[src/rtl/fw_prot_pkg.sv]
package fw_prot_pkg;
    localparam int SECTOR_SHIFT   = 11;
    localparam int SEC_MASK_W     = 32;
    localparam int GRP_MASK_W     = 28;
    localparam int GRP_SHIFT      = 3;
    localparam int BANK0_SKIP_GRP = SEC_MASK_W >> GRP_SHIFT;

    localparam logic [3:0] REGION_MAIN    = 4'b0001;
    localparam logic [3:0] REGION_NONMAIN = 4'b0010;
    localparam logic [3:0] REGION_TRIM    = 4'b0100;
    localparam logic [3:0] REGION_ENGR    = 4'b1000;
endpackage

[src/rtl/prot_sector_index.sv]
module prot_sector_index
    import fw_prot_pkg::*;
#(
    parameter int NUM_BANKS       = 5,
    parameter int ADDR_W          = 20,
    parameter int MAIN_SECTORS    = 256,
    parameter int NONMAIN_SECTORS = 4,
    parameter int TRIM_SECTORS    = 2,
    parameter int ENGR_SECTORS    = 2,
    localparam int IDX_W          = ADDR_W - SECTOR_SHIFT
) (
    input  logic [NUM_BANKS-1:0] bank_id,
    input  logic [3:0]           region_id,
    input  logic [ADDR_W-1:0]    bank_addr,
    output logic [IDX_W-1:0]     sec_idx,
    output logic                 bank_ok,
    output logic                 req_illegal
);
    logic unused_low_bits;
    logic region_ok;
    logic range_bad;

    assign unused_low_bits = ^bank_addr[SECTOR_SHIFT-1:0];
    assign sec_idx         = bank_addr[ADDR_W-1:SECTOR_SHIFT];

    assign bank_ok   = (bank_id != '0) && ((bank_id & (bank_id - 1'b1)) == '0);
    assign region_ok = (region_id != '0) && ((region_id & (region_id - 1'b1)) == '0);

    always_comb begin
        range_bad = 1'b1;
        unique case (region_id)
            REGION_MAIN:    range_bad = (int'(sec_idx) >= MAIN_SECTORS);
            REGION_NONMAIN: range_bad = (int'(sec_idx) >= NONMAIN_SECTORS);
            REGION_TRIM:    range_bad = (int'(sec_idx) >= TRIM_SECTORS);
            REGION_ENGR:    range_bad = (int'(sec_idx) >= ENGR_SECTORS);
            default:        range_bad = 1'b1;
        endcase
    end

    assign req_illegal = !bank_ok || !region_ok || range_bad;
endmodule

[src/rtl/prot_main_map.sv]
module prot_main_map
    import fw_prot_pkg::*;
#(
    parameter int MAIN_SECTORS = 256
) (
    input  logic                    is_bank0,
    input  logic [SEC_MASK_W-1:0]   prot_sector,
    input  logic [GRP_MASK_W-1:0]   prot_group,
    output logic [MAIN_SECTORS-1:0] locked_vec
);
    for (genvar s = 0; s < MAIN_SECTORS; s++) begin : g_sec
        localparam int GRP = s >> GRP_SHIFT;
        if (s < SEC_MASK_W) begin : g_low
            // bank 0 takes the per-sector bit; other banks fall back to the group bit
            assign locked_vec[s] = is_bank0 ? prot_sector[s] : prot_group[GRP];
        end else if (GRP < GRP_MASK_W) begin : g_grp
            assign locked_vec[s] = prot_group[GRP];
        end else begin : g_free
            assign locked_vec[s] = 1'b0;
        end
    end
endmodule

[src/rtl/prot_region_mux.sv]
module prot_region_mux
    import fw_prot_pkg::*;
#(
    parameter int MAIN_SECTORS = 256,
    parameter int IDX_W        = 9,
    localparam int IDX_SPAN    = 1 << IDX_W,
    localparam int SMALL_W     = $clog2(SEC_MASK_W)
) (
    input  logic [3:0]              region_id,
    input  logic [IDX_W-1:0]        sec_idx,
    input  logic [MAIN_SECTORS-1:0] main_locked,
    input  logic [SEC_MASK_W-1:0]   prot_nonmain,
    input  logic [SEC_MASK_W-1:0]   prot_trim,
    input  logic [SEC_MASK_W-1:0]   prot_engr,
    output logic                    locked
);
    logic [IDX_SPAN-1:0] main_pad;
    logic [SMALL_W-1:0]  small_idx;

    assign main_pad  = IDX_SPAN'(main_locked);
    assign small_idx = sec_idx[SMALL_W-1:0];

    always_comb begin
        locked = 1'b0;
        unique case (region_id)
            REGION_MAIN:    locked = main_pad[sec_idx];
            REGION_NONMAIN: locked = prot_nonmain[small_idx];
            REGION_TRIM:    locked = prot_trim[small_idx];
            REGION_ENGR:    locked = prot_engr[small_idx];
            default:        locked = 1'b0;
        endcase
    end
endmodule

[src/rtl/fw_sector_guard.sv]
module fw_sector_guard
    import fw_prot_pkg::*;
#(
    parameter int NUM_BANKS       = 5,
    parameter int ADDR_W          = 20,
    parameter int MAIN_SECTORS    = 256,
    parameter int NONMAIN_SECTORS = 4,
    parameter int TRIM_SECTORS    = 2,
    parameter int ENGR_SECTORS    = 2,
    localparam int IDX_W          = ADDR_W - SECTOR_SHIFT
) (
    input  logic                    clk,
    input  logic                    rst_n,
    input  logic                    req_valid,
    input  logic [NUM_BANKS-1:0]    bank_id,
    input  logic [3:0]              region_id,
    input  logic [ADDR_W-1:0]       bank_addr,
    input  logic [SEC_MASK_W-1:0]   prot_sector,
    input  logic [GRP_MASK_W-1:0]   prot_group,
    input  logic [SEC_MASK_W-1:0]   prot_nonmain,
    input  logic [SEC_MASK_W-1:0]   prot_trim,
    input  logic [SEC_MASK_W-1:0]   prot_engr,
    output logic                    rsp_valid,
    output logic                    rsp_protected,
    output logic                    rsp_illegal,
    output logic [MAIN_SECTORS-1:0] erase_ok
);
    typedef struct packed {
        logic                    valid;
        logic                    locked;
        logic                    illegal;
        logic [MAIN_SECTORS-1:0] erase;
    } guard_state_t;

    guard_state_t st_d, st_q;

    logic [IDX_W-1:0]        sec_idx;
    logic                    bank_ok;
    logic                    req_illegal;
    logic [MAIN_SECTORS-1:0] main_locked;
    logic                    sel_locked;

    prot_sector_index #(
        .NUM_BANKS      (NUM_BANKS),
        .ADDR_W         (ADDR_W),
        .MAIN_SECTORS   (MAIN_SECTORS),
        .NONMAIN_SECTORS(NONMAIN_SECTORS),
        .TRIM_SECTORS   (TRIM_SECTORS),
        .ENGR_SECTORS   (ENGR_SECTORS)
    ) u_index (
        .bank_id    (bank_id),
        .region_id  (region_id),
        .bank_addr  (bank_addr),
        .sec_idx    (sec_idx),
        .bank_ok    (bank_ok),
        .req_illegal(req_illegal)
    );

    prot_main_map #(
        .MAIN_SECTORS(MAIN_SECTORS)
    ) u_map (
        .is_bank0   (bank_id[0]),
        .prot_sector(prot_sector),
        .prot_group (prot_group),
        .locked_vec (main_locked)
    );

    prot_region_mux #(
        .MAIN_SECTORS(MAIN_SECTORS),
        .IDX_W       (IDX_W)
    ) u_mux (
        .region_id   (region_id),
        .sec_idx     (sec_idx),
        .main_locked (main_locked),
        .prot_nonmain(prot_nonmain),
        .prot_trim   (prot_trim),
        .prot_engr   (prot_engr),
        .locked      (sel_locked)
    );

    always_comb begin
        st_d       = st_q;
        st_d.valid = req_valid;
        if (req_valid) begin
            st_d.illegal = req_illegal;
            st_d.locked  = !req_illegal && sel_locked;
            st_d.erase   = bank_ok ? ~main_locked : '0;
        end
    end

    always_ff @(posedge clk or negedge rst_n) begin
        if (!rst_n) begin
            st_q <= '0;
        end else begin
            st_q <= st_d;
        end
    end

    assign rsp_valid     = st_q.valid;
    assign rsp_protected = st_q.locked;
    assign rsp_illegal   = st_q.illegal;
    assign erase_ok      = st_q.erase;


    rsp_timing_chk: assert property (@(posedge clk) disable iff (!rst_n)
        req_valid |=> rsp_valid);


    rsp_hold_chk: assert property (@(posedge clk) disable iff (!rst_n)
        !req_valid |=> (!rsp_valid && $stable(rsp_protected)
                        && $stable(rsp_illegal) && $stable(erase_ok)));


    excl_verdict_chk: assert property (@(posedge clk) disable iff (!rst_n)
        !(rsp_protected && rsp_illegal));


    onehot_sel_chk: assert property (@(posedge clk) disable iff (!rst_n)
        (req_valid && (($countones(region_id) != 1) || ($countones(bank_id) != 1)))
        |=> rsp_illegal);


    erase_bank_chk: assert property (@(posedge clk) disable iff (!rst_n)
        (req_valid && (bank_id == '0)) |=> (erase_ok == '0));
endmodule

[config.mk]
export PLATFORM = sky130hd
export DESIGN_NAME = fw_sector_guard
export DESIGN_NICKNAME = d
export VERILOG_FILES = /design/src/rtl/fw_prot_pkg.sv /design/src/rtl/prot_sector_index.sv /design/src/rtl/prot_main_map.sv /design/src/rtl/prot_region_mux.sv /design/src/rtl/fw_sector_guard.sv
export SDC_FILE = /design/constraint.sdc
export NUM_CORES = 1
export LEC_CHECK = 0
export ABC_AREA = 0
export BUFFER_PORTS_ARGS = -buffer_cell sky130_fd_sc_hd__buf_2
export CAP_MARGIN = 30
export CORE_AREA = 3 3 174 176
export CTS_BUF_LIST = sky130_fd_sc_hd__clkbuf_4
export CTS_CLUSTER_DIAMETER = 120
export DETAILED_ROUTE_END_ITERATION = 8
export DIE_AREA = 0 0 177 179
export HOLD_SLACK_MARGIN = 0.02
export SLEW_MARGIN = 20
export SYNTH_ARGS = -nofsm -noshare
export SYNTH_HDL_FRONTEND = slang
export SYNTH_SLANG_ARGS = --single-unit
[constraint.sdc]
create_clock -name clk -period 1.2 [get_ports clk]
set_input_delay 0 -clock clk [delete_from_list [all_inputs] [get_ports clk]]
set_output_delay 0 -clock clk [all_outputs]
set_load 0.02 [all_outputs]
# Word-level counts from Yosys, hierarchy flattened
# Cells that the tools add are included.
# W data, S select, Z words.
# word_totals
reg_bits,259
in_bits,188
word_cells,74
# classes
addsub,2
n_lt_le_gt_ge,5
n_eq_ne,4
muxes,43
bitwise_logic,3
reduce_logical,13
# op_table
cell,n
$mux W256,1
$not A224 Y256,1
$mux W1,36
$bmux W1 S5,3
$lt A9 B10 Y1 const B,1
$bmux W1 S9,1
$ge A9 B2 Y1 const B,1
$ge A9 B3 Y1 const B,1
$ge A9 B9 Y1 const B,1
$lt A5 B6 Y1 const B,1
$and A5 B5 Y5,1
$logic_not A5 Y1,1
$reduce_bool A5 Y1,1
$sub A5 B1 Y5 const B,1
$and A4 B4 Y4,1
$eq A4 B1 Y1 const B,1
$eq A4 B2 Y1 const B,1
$eq A4 B3 Y1 const B,1
$eq A4 B4 Y1 const B,1
$logic_not A4 Y1,1
$pmux W1 S4,1
$reduce_bool A4 Y1,1
$sub A4 B1 Y4 const B,1
$logic_and A1 B1 Y1,3
other kinds (4),7

# Logic depth before layout (Yosys ltp)
# logic_depth
depth_word,9
depth_mapped,10

# Cells and area by module
# A second synthesis with hierarchy kept.
# unflattened
hier_cells,1655
hier_area_um2,16733.5
# modules_own_cells
mod,instances,cells_per_inst,area_each_um2,seq_area_each_um2
fw_sector_guard,1,1116,11265.8,6481.2
prot_region_mux,1,251,3029.2,0.0
prot_main_map,1,261,2229.6,0.0
prot_sector_index,1,27,209.0,0.0

# Worst setup path after synthesis
# No wires, ideal clock.
# synth_path
kind,input to register
startpoint,in bank_addr[11]
endpoint,"reg st_q, in the netlist rsp_protected"
t_arrival_ps,1582
required_ps,1065
setup_slack_ps,-517
path_stages,9
n_path_buf,3
cell_sequence,buf_6 > buf_12 > buf_12 > mux4_1 > mux2_2 > a31oi_1 > nor3_1 > o22ai_2 > o311ai_1
# synth_via
elab_chain_len,5
elab_cells_between_ends,16
classes_between,order compare (3); mux (10); reduce/logical (3)
# synth_lines
item,line_no,rtl
start: declaration,fw_sector_guard.sv:17,"input logic [ADDR_W-1:0] bank_addr,"
"parallel branches: the longest is 4 deep, another holds $bmux W1 S9",n/a,
$logic_and A1 B1 Y1 (*),fw_sector_guard.sv:86,st_d.locked = !req_illegal && sel_locked;
end signal: assignment,fw_sector_guard.sv:95,st_q <= st_d;
end: declaration,fw_sector_guard.sv:35,"guard_state_t st_d, st_q;"
# Every way passes the cells marked *. The select of a mux whose other input is x is not followed.
# A chain may end at the register's enable or synchronous reset.

# Worst setup path in the final report
# layout_path
startpoint,in bank_id[4]
endpoint,"reg st_q, in the netlist rsp_protected"
# layout_via
elab_chain_len,9
elab_cells_between_ends,10
classes_between,add/sub (1); bitwise (1); reduce/logical (8)
# layout_lines
item,line_no,rtl
start: declaration,fw_sector_guard.sv:15,"input logic [NUM_BANKS-1:0] bank_id,"
$sub A5 B1 Y5,prot_sector_index.sv:26,assign bank_ok = (bank_id != '0) && ((bank_id & (bank_id - 1'b1)) == '0);
$and A5 B5 Y5,prot_sector_index.sv:26,
$logic_not A5 Y1,prot_sector_index.sv:26,
$logic_and A1 B1 Y1 (*),prot_sector_index.sv:26,
$logic_not A1 Y1 (*),prot_sector_index.sv:40,assign req_illegal = !bank_ok || !region_ok || range_bad;
$logic_or A1 B1 Y1 (*) (2 in a row),prot_sector_index.sv:40,
$logic_not A1 Y1 (*),fw_sector_guard.sv:86,
$logic_and A1 B1 Y1 (*),fw_sector_guard.sv:86,
# Every way passes the cells marked *; elsewhere a longest branch is shown, timed or not.

==> qor.tcl <==
set qor(clk-insertion-delay-late_ns) 0.43
set qor(status) {complete, but fails checks}
set qor(holdCritPathClass) {input pin to register}
set qor(max_freq_mhz) 717
set qor(detail_route.first_pass.iterations) 4
set qor(clock_sinks) 60
set qor(antenna_cells_inserted) 0
set qor(grt_setup_unrepaired) {yes}
set qor(worst_path_largest_cell_delay_ns) 0.42
set qor(dp_slack_ns) -0.923
set qor(worst_clock_skew_ns) 0
set qor(number_of_warning_messages_in_the_yosys_log) 0
set qor(grt.total_usage_pct) 13.5
set qor(mappedNetlistArea_sq_mm) 0.00549
set qor(cellLeakagePower_nw) 4.68
set qor(ys_ff_latch) 60
set qor(path_cells) {buf_2 -> nor3_1 -> o21ai_0 -> o31ai_2 -> buf_4 -> nand2_4 -> buf_6 -> or3b_4 -> or4_4 -> o311ai_1}
set qor(max-vdd-ir-drop_uv) 528
set qor(period_minus_slack_ns) 1.40
set qor(synth.net_count) 775
set qor(hold_viol_final) 0
set qor(htree_levels) 3
set qor(floorplan.initialDensity_pct) 19.1
set qor(synth_cells) 587
set qor(tritoncts) {built}
set qor(port-buffer-count) 435
set qor(first_global_vias) 5209
set qor(timing.setup.critical_path_class) {input pin to register}
set qor(totalWireLength_microns) 23600
set qor(drive_gt1_share_pct) 62.0
set qor(crit_path_start_kind) {input pin}
set qor(maxSlewViolCount) 0
set qor(detailedPlacementHpwl_microns) 18100
set qor(route.detailed.drc) 0
set qor(post-route-worst-setup-slack_ns) -0.195
set qor(die-height_microns) 179
set qor(via_per_inst) 4.05
set qor(antenna_found_initial) 4
set qor(design.core.area_sq_mm) 0.0288
set qor(worst_ep_required_time_ns) 1.55
set qor(fp-row-count) 62
set qor(crit_path_max_fanout) 3
set qor(tritoncts.num_buffers) 9
set qor(die_width_microns) 177
set qor(post-route-period-util_pct) 116
set qor(timing.critical_path.to_type) {register}
set qor(design.final.nets) 1174
set qor(setup_viol) 54
set qor(dominantRegCellSynth) {dfrtp_1}
set qor(clock_tree.buffer_depth) 2
set qor(clock_tree.root_cell) {clkbuf_4}
set qor(grt_start_max_net_pins) 61
set qor(dieArea_sq_mm) 0.0317
set qor(drt-wirelength-per-cell_microns) 17.1
set qor(p_per_area_mw_per_mm2) 796
set qor(dpl-instance-area_sq_mm) 0.00714
set qor(timing.max_cap.violations) 0
set qor(asyncSetResetFlopFracSynth_pct) 100
set qor(overall_via_count_from_detail_route) 5571
set qor(first_pass_grt_wire_length_microns) 32100
set qor(crit_slowest_cell) {or4_4}
set qor(yosysSeqAreaShare_pct) 27.3
set qor(mean_instance_size_in_the_synthesized_netlist_sq_um) 9.36
set qor(remaining_antenna_violation_count) 0
set qor(edff_count_synth) 0
set qor(worst_slew_pin_slew_ns) 0.490
set qor(number_of_placed_i_o_pins) 447
set qor(layout.cell_area.non_filler_sq_mm) 0.00890
set qor(endpoint_arrival_time_on_the_critical_path_ns) 1.74
set qor(grt_overflow) 0
set qor(violations_in_the_final_reports) {negative setup slack}
set qor(gp_routability_congestion) 0.765
set qor(area.growth.synth_to_final_pct) 62.0
set qor(timing.slew.headroom_pct) 67.3
set qor(hold_worst_slack_ns) 0.0380
set qor(synthDistinctLibCells) 53
set qor(drtIter0Drc) 130
set qor(cts.clk_slew.worst_paths_ns) 0.12
## sequential cells by signal, summed over array words and instances, names as in the netlist
name	count
rsp_valid	1
rsp_illegal	1
erase_ok	57
rsp_protected	1
## worst paths after layout
kind	from	end	slack [ns]	depth (start not counted)
max	bank_id[4]	rsp_protected	-0.20	10
min	region_id[0]	rsp_protected	0.04	4
max reg2reg	rsp_protected	rsp_protected	-0.07	5
min reg2reg	rsp_illegal	rsp_illegal	0.52	1
max in group asynchronous	rst_n	erase_ok[183]	0.79	3
min in group asynchronous	rst_n	erase_ok[10]	0.10	3
## metrics by stage
step	TNS, ns	total power [W]	cells	utilization (%)
finish	-1.40	0.00708	1375	30.9
detailed placement	-27.78	0.00494	1260	24.8
floorplan	-0.448	0.00421	587	-
CTS	-4.63	0.00698	1360	29.2
global route	-7.73	0.00749	1375	30.9
global placement	-24.06	0.00492	1260	24.8
## per-layer routing
layer | vias to the layer above | track usage (%) | share of wire, %
met1 | 2641 | 15.6 | 38
met2 | 266 | 25.2 | 53
met3 | 23 | 3.58 | 7.3
met4 | 8 | 2.52 | 1.0
li1 | 2633 | - | -
met5 | - | 0 | 0.27
## worst max-delay path: cells and delay by family
kind,cells,cell delay [ns]
and+or+nand+nor,4,1.04
buffers and inverters,3,0.41
AOI/OAI and AO/OA,3,0.28
## cells in the mapped netlist (all sizes together), types with 2 or more instances
cell / count / area [sq um]
o31ai: 2 / 20.0
dfrtp: 60 / 1500
o21ai: 37 / 185
o311ai: 2 / 17.5
nand3: 5 / 25.0
a21oi: 6 / 30.0
clkbuf: 16 / 68.8
a21o: 17 / 128
mux2: 6 / 67.6
buf: 209 / 1600
inv: 62 / 233
nor2b: 5 / 31.3
nor2: 6 / 22.5
nor3: 3 / 15.0
a31oi: 3 / 18.8
nand2: 45 / 169
o22ai: 28 / 181
a311oi: 2 / 17.5
nor4: 3 / 18.8
mux4: 32 / 796
mux2i: 14 / 140
a22oi: 3 / 22.5
## cell type report
class	count	area (sq um)
Tap cell	384	480
Sequential cell	60	1530
Fill cell	3016	19900
Inverter	62	233
Clock buffer	9	67.6
Timing Repair Buffer	614	4350
Multi-Input combinational cell	239	2160
Clock inverter	7	75.1
## cell families (layout without fill, tap and decap cells)
kind of cell	Yosys count	count (layout)	share of synthesized area (%)
buffers and inverters	288	692	34.8
AO/OA/AOI/OAI	111	111	13.1
AND/OR/NAND/NOR	74	74	6.17
flip-flops	60	60	27.3
multiplexers	52	52	18.3
XOR/XNOR	2	2	0.319
## cell usage in the layout, fill, tap and decap left out, types with 18 or more instances in the layout
| cell | n |
|---|---|
| dlygate4sd3_1 | 76 |
| o21ai_0 | 35 |
| o22ai_1 | 25 |
| buf_2 | 363 |
| buf_4 | 78 |
| dfrtp_2 | 21 |
| dfrtp_1 | 39 |
| nand2_1 | 44 |
| inv_1 | 62 |
| mux4_1 | 18 |
| buf_6 | 86 |
## power breakdown
group / total [W] / internal, W / switching, W
clock network: 0.00159 / 0.000639 / 0.000954
registers: 0.00228 / 0.00215 / 0.000130
logic: 0.00321 / 0.00155 / 0.00166
## what timing repair did
action | in CTS | in global routing
setup endpoints to repair | 212 | 142
gates cloned | 3 | 1
buffers inserted | 5 | 14
hold buffers | 76 | 0
hold endpoints to repair | 117 | 0
gates resized for setup | 103 | 123
pin swaps | 5 | 7
Note: power is estimated with default switching activity, not from simulation.
